**src/rtl/dbell_track.sv**
```systemverilog
module dbell_track #(
  parameter int DEPTH    = 16,
  parameter int INFO_W   = 16,
  parameter int DEST_W   = 8,
  parameter int TO_W     = 16,
  parameter int CQ_DEPTH = 4,
  parameter int DROP_W   = 8,
  localparam int TAG_W   = $clog2(DEPTH),
  localparam int CNT_W   = TAG_W + 1
) (
  input  logic              clk,
  input  logic              rst_n,
  input  logic [DEST_W-1:0] cfg_dest_id,
  input  logic [TO_W-1:0]   cfg_timeout,
  input  logic              sub_write,
  input  logic [INFO_W-1:0] sub_info,
  output logic              sub_wait,
  output logic              req_valid,
  input  logic              req_ready,
  output logic [TAG_W-1:0]  req_tag,
  output logic [DEST_W-1:0] req_dest,
  output logic [INFO_W-1:0] req_info,
  input  logic              rsp_valid,
  input  logic [TAG_W-1:0]  rsp_tag,
  input  logic              rsp_err,
  output logic              cq_valid,
  input  logic              cq_read,
  output logic [1:0]        cq_status,
  output logic [TAG_W-1:0]  cq_tag,
  output logic [DEST_W-1:0] cq_dest,
  output logic [INFO_W-1:0] cq_info,
  output logic [CNT_W-1:0]  stat_count,
  output logic [DROP_W-1:0] stat_drops
);
  localparam int CQ_AW = $clog2(CQ_DEPTH);
  localparam int ENT_W = 2 + TAG_W + DEST_W + INFO_W;
  localparam logic [CNT_W-1:0] FULL_CNT = CNT_W'(DEPTH);
  localparam logic [CQ_AW:0]   CQ_FULL  = (CQ_AW+1)'(CQ_DEPTH);
  localparam logic [1:0] S_FREE = 2'd0, S_PEND = 2'd1, S_OK = 2'd2, S_ERR = 2'd3;
  localparam logic [1:0] ST_DONE = 2'd1, ST_ERR = 2'd2, ST_TMO = 2'd3;

  logic [1:0]        slot_st   [DEPTH];
  logic [INFO_W-1:0] slot_info [DEPTH];
  logic [DEST_W-1:0] slot_dest [DEPTH];
  logic [TAG_W:0]    wr_ptr, rd_ptr;
  logic [TO_W-1:0]   timer;
  logic [ENT_W-1:0]  cq_mem [CQ_DEPTH];
  logic [CQ_AW:0]    cq_wp, cq_rp;
  logic [DROP_W-1:0] drops;

  logic [CNT_W-1:0] count;
  logic [TAG_W-1:0] head, wslot;
  logic [1:0]       head_st, ret_status;
  logic full, fire, head_pend, expired, cq_full, retire, rsp_hit, pop;

  assign count      = wr_ptr - rd_ptr;
  assign head       = rd_ptr[TAG_W-1:0];
  assign wslot      = wr_ptr[TAG_W-1:0];
  assign full       = count == FULL_CNT;
  assign req_valid  = sub_write && !full;
  assign sub_wait   = full || !req_ready;
  assign fire       = req_valid && req_ready;
  assign req_tag    = wslot;
  assign req_dest   = cfg_dest_id;
  assign req_info   = sub_info;

  assign head_st    = slot_st[head];
  assign head_pend  = head_st == S_PEND;
  assign expired    = head_pend && timer >= cfg_timeout;
  assign cq_full    = (cq_wp - cq_rp) == CQ_FULL;
  assign retire     = !cq_full && (expired || head_st == S_OK || head_st == S_ERR);
  assign ret_status = expired ? ST_TMO : (head_st == S_OK ? ST_DONE : ST_ERR);
  assign rsp_hit    = rsp_valid && slot_st[rsp_tag] == S_PEND && !(retire && rsp_tag == head);

  assign cq_valid   = cq_wp != cq_rp;
  assign pop        = cq_read && cq_valid;
  assign {cq_status, cq_tag, cq_dest, cq_info} = cq_mem[cq_rp[CQ_AW-1:0]];
  assign stat_count = count;
  assign stat_drops = drops;

  always_ff @(posedge clk) begin
    if (!rst_n) begin
      for (int i = 0; i < DEPTH; i++) slot_st[i] <= S_FREE;
      wr_ptr <= '0;
      rd_ptr <= '0;
      timer  <= '0;
      drops  <= '0;
      cq_wp  <= '0;
      cq_rp  <= '0;
    end else begin
      if (fire) begin
        slot_st[wslot] <= S_PEND;
        wr_ptr <= wr_ptr + 1'b1;
      end
      if (rsp_hit) slot_st[rsp_tag] <= rsp_err ? S_ERR : S_OK;
      if (rsp_valid && !rsp_hit) drops <= drops + 1'b1;
      if (retire) begin
        slot_st[head] <= S_FREE;
        rd_ptr <= rd_ptr + 1'b1;
        cq_wp  <= cq_wp + 1'b1;
      end
      if (pop) cq_rp <= cq_rp + 1'b1;
      if (retire || count == '0) timer <= '0;
      else if (head_pend && timer < cfg_timeout) timer <= timer + 1'b1;
    end
  end

  always_ff @(posedge clk) begin
    if (fire) begin
      slot_info[wslot] <= sub_info;
      slot_dest[wslot] <= cfg_dest_id;
    end
    if (retire)
      cq_mem[cq_wp[CQ_AW-1:0]] <= {ret_status, head, slot_dest[head], slot_info[head]};
  end
endmodule

```
**config.mk**
```make
export PLATFORM = sky130hd
export DESIGN_NAME = dbell_track
export DESIGN_NICKNAME = d
export VERILOG_FILES = /design/src/rtl/dbell_track.sv
export SDC_FILE = /design/constraint.sdc
export NUM_CORES = 1
export LEC_CHECK = 0
export ABC_CLOCK_PERIOD_IN_PS = 7600
export BUFFER_PORTS_ARGS = -buffer_cell sky130_fd_sc_hd__buf_2
export CORE_AREA = 4 4 224 226
export DETAILED_ROUTE_END_ITERATION = 10
export DIE_AREA = 0 0 228 230
export GPL_TIMING_DRIVEN = 0
export PLACE_DENSITY = 0.7
export SYNTH_ARGS = -nofsm -noshare
export SYNTH_HDL_FRONTEND = slang
export SYNTH_SLANG_ARGS = --single-unit
```
**constraint.sdc**
```tcl
create_clock -name clk -period 7.6 [get_ports clk]
set_input_delay 0.76 -clock clk [delete_from_list [all_inputs] [get_ports clk]]
set_output_delay 0.76 -clock clk [all_outputs]
set_load 0.05 [all_outputs]
```
==> impl_metrics.json <==
{
  "outcome": "completed",
  "synth_edf_count": 504,
  "io_pins": 125,
  "place_inst": 2114,
  "antenna_left": 0,
  "cts_buffers": 56,
  "cts_resized": 0,
  "p_leak_uw": 0.00915,
  "reg2regPathDepth": 12,
  "area_growth_syn_to_layout_pct": 16.3,
  "port_buffers": 121,
  "wl_per_cell_um": 25.3,
  "whs_path_depth": 2,
  "hold_viol": 0,
  "fin_nets": 1639,
  "max-cap-violations": 0,
  "placementRows": 81,
  "firstDrtPassIters": 5,
  "start_util": 0.494,
  "power_density_nw_per_um2": 231,
  "h-tree-depth": 2,
  "synthTopCellsByArea": "edfxtp_1, mux4_2, dfxtp_1, ha_1, buf_4",
  "worst_pin_slew_ns": 1.31,
  "critPathMaxFanout": 10,
  "die_y_um": 230,
  "utilization": 0.574,
  "fmax_mhz": 202,
  "cts_tree": "built",
  "vias": 13200,
  "cts_buffer_depth": 3,
  "drc": 0,
  "worstHoldStart": "cq_wp[2]$_SDFFE_PN0N_",
  "grt_max_degree": 28,
  "critPathLaunch": "rd_ptr[2]$_SDFFE_PN0N_",
  "core-area_um2": 48300,
  "clk_latency_ns": 0.61,
  "instances_no_fill": 2218,
  "syn-instance-count": 1296,
  "rr_startpoint": "rd_ptr[2]$_SDFFE_PN0N_",
  "drive_gt1_frac": 0.309,
  "avgViaCountPerCell": 5.96,
  "pre_cts_slack_ns": 3.33,
  "r2r_setup_slack_ns": 3.28,
  "end_kind": "primary output",
  "totalWireLength_um": 56000,
  "gp_congestion": 0.915,
  "syn-cell-area_um2": 23900,
  "async_flop_share": 0,
  "post-route-period-util": 0.651,
  "tns_ns": 0,
  "grt_pass1_wl_um": 84700,
  "drt_iter0_drc": 1526,
  "gr-total-overflow": 0,
  "worstSetupStartpointType": "flip-flop",
  "die_area_um2": 52400,
  "hpwl_um": 39400,
  "worstPathCellList": "clkbuf_1, inv_1, ha_1, xnor2_1, or3_1, a211o_1, a211oi_1, clkbuf_1, nand2b_1, buf_2",
  "clock_sinks": 582,
  "cpMaxStageDelayCell": "clkbuf_1",
  "clock-root-buffer": "clkbuf_16",
  "critPathKind": "reg2out",
  "crit_top_cell": "clkbuf_1",
  "fin_skew_ns": 0.0126,
  "postCtsSetupBuffers": 0,
  "finalWorstSetupSlack_ns": 2.65,
  "antenna_found_initial": 0,
  "required_ns": 6.84,
  "die_w_um": 228,
  "yosysTopAreaCellShare": 0.634,
  "grt_use_total": 0.213,
  "vdd_drop_max_mv": 0.170,
  "rsz0062_at_grt": "false",
  "holdCritPathClass": "reg2reg",
  "worstPathArrival_ns": 4.19,
  "drv_slew": 0,
  "synth_area_per_cell_um2": 18.4,
  "yosysSeqAreaShare": 0.699,
  "slew_headroom": 0.117,
  "hold_buffers": 0,
  "yosys_warnings": 0,
  "synth_seq_cells": 582,
  "first_global_vias": 13400,
  "synthMostInstantiatedCell": "edfxtp_1",
  "clk_pin_slew_worst_paths_ns": 0.07,
  "syn_nets": 1385,
  "crit_path_max_incr_delay_ns": 0.51,
  "netlist-cell-type-count": 62,
  "synth_commonest_cells": "edfxtp_1, mux4_2, dfxtp_1",
  "final-setup-viol-count": 0,
  "hold-worst-slack_ns": 0.479,
  "period_minus_slack_ns": 4.95,
  "yosysTopAreaCell": "edfxtp_1",
  "synth_flop_cell": "edfxtp_1"
}
[final timing paths]
| kind | endpoint |
|---|---|
| worst min register to register | cq_wp[2]$_SDFFE_PN0N_ |
| worst min-delay path | cq_wp[2]$_SDFFE_PN0N_ |
| worst max-delay path | sub_wait |
| worst max register to register | slot_info[0][3]$_DFFE_PP_ |
[through the flow]
step,power [uW],instance area (um^2)
floorplan,3720,23900
global placement,3810,25300
detailed placement,3830,26000
CTS,6450,27800
global route,6610,27800
finish,6410,27800
[power breakdown]
group | leakage [uW] | switching [uW] | internal (uW)
Sequential | 0.00516 | 8.78 | 3480
Clock | 0.000865 | 1160 | 1490
Combinational | 0.00312 | 184 | 82.8
Total | 0.00915 | 1360 | 5050
[registers in the layout, summed over array words and instances (netlist names), named ones only]
name        cells
slot_info     256
slot_dest     128
cq_mem        120
slot_st        32
timer          16
stat_drops      8
rd_ptr          5
wr_ptr          5
cq_rp           3
cq_wp           3
[critical path, delay by kind of cell, from the launching register on]
kind	cells	cell delay, ns
buf+inv	4	1.33
compound gates	2	0.76
simple gates	2	0.54
flops	1	0.44
fa+ha+maj	1	0.37
xor+xnor	1	0.14
[logic make-up after synthesis]
| logic type | after synthesis | synth area share |
|---|---|---|
| AO/OA/AOI/OAI | 120 | 0.0352 |
| AND/OR/NAND/NOR | 218 | 0.0534 |
| buffers and inverters | 141 | 0.0269 |
| adder cells (fa/ha/maj) | 38 | 0.0202 |
| multiplexers | 178 | 0.158 |
| XOR/XNOR | 19 | 0.00697 |
| flip-flops | 582 | 0.699 |
[area by class of cell]
class	instances	area, um^2
plain buffers	93	463
repair buffers	196	1230
diodes	2	5.00
multi-input cells	573	6670
clock buffers	71	1490
clock inverters	31	251
inverters	48	180
well taps	622	778
fillers	3590	20600
flip-flops and latches	582	16700
[layer usage]
layer,vias to the layer above,global-route usage,wire (um)
met4,0,0.0524,1130
li1,5788,-,-
met3,93,0.0315,3490
met1,6876,0.300,23500
met5,-,0,0
met2,461,0.358,28000
[placed cells by master, fill, tap and decap left out, types with 4 or more instances in the layout]
| cell | count |
|---|---|
| a21oi_1 | 32 |
| a31oi_1 | 7 |
| a32oi_1 | 12 |
| and2_1 | 15 |
| and3_1 | 6 |
| and4_1 | 4 |
| buf_1 | 15 |
| buf_2 | 126 |
| buf_4 | 97 |
| clkbuf_1 | 58 |
| clkbuf_16 | 57 |
| clkinv_1 | 10 |
| clkinv_2 | 16 |
| dfxtp_1 | 78 |
| edfxtp_1 | 504 |
| ha_1 | 37 |
| inv_1 | 47 |
| mux2i_1 | 18 |
| mux4_2 | 159 |
| nand2_1 | 35 |
| nand2b_1 | 12 |
| nand3_1 | 25 |
| nand3b_1 | 17 |
| nand4_1 | 12 |
| nor2_1 | 11 |
| nor2_4 | 4 |
| nor2b_1 | 16 |
| nor3_1 | 9 |
| nor4_1 | 6 |
| nor4_2 | 16 |
| nor4bb_1 | 4 |
| o2111ai_1 | 4 |
| o21ai_0 | 15 |
| o221ai_1 | 16 |
| o31ai_1 | 10 |
| or3_1 | 8 |
| or4_1 | 7 |
| xnor2_1 | 10 |
| xor2_1 | 9 |
Note: power is estimated with default switching activity, not from simulation.
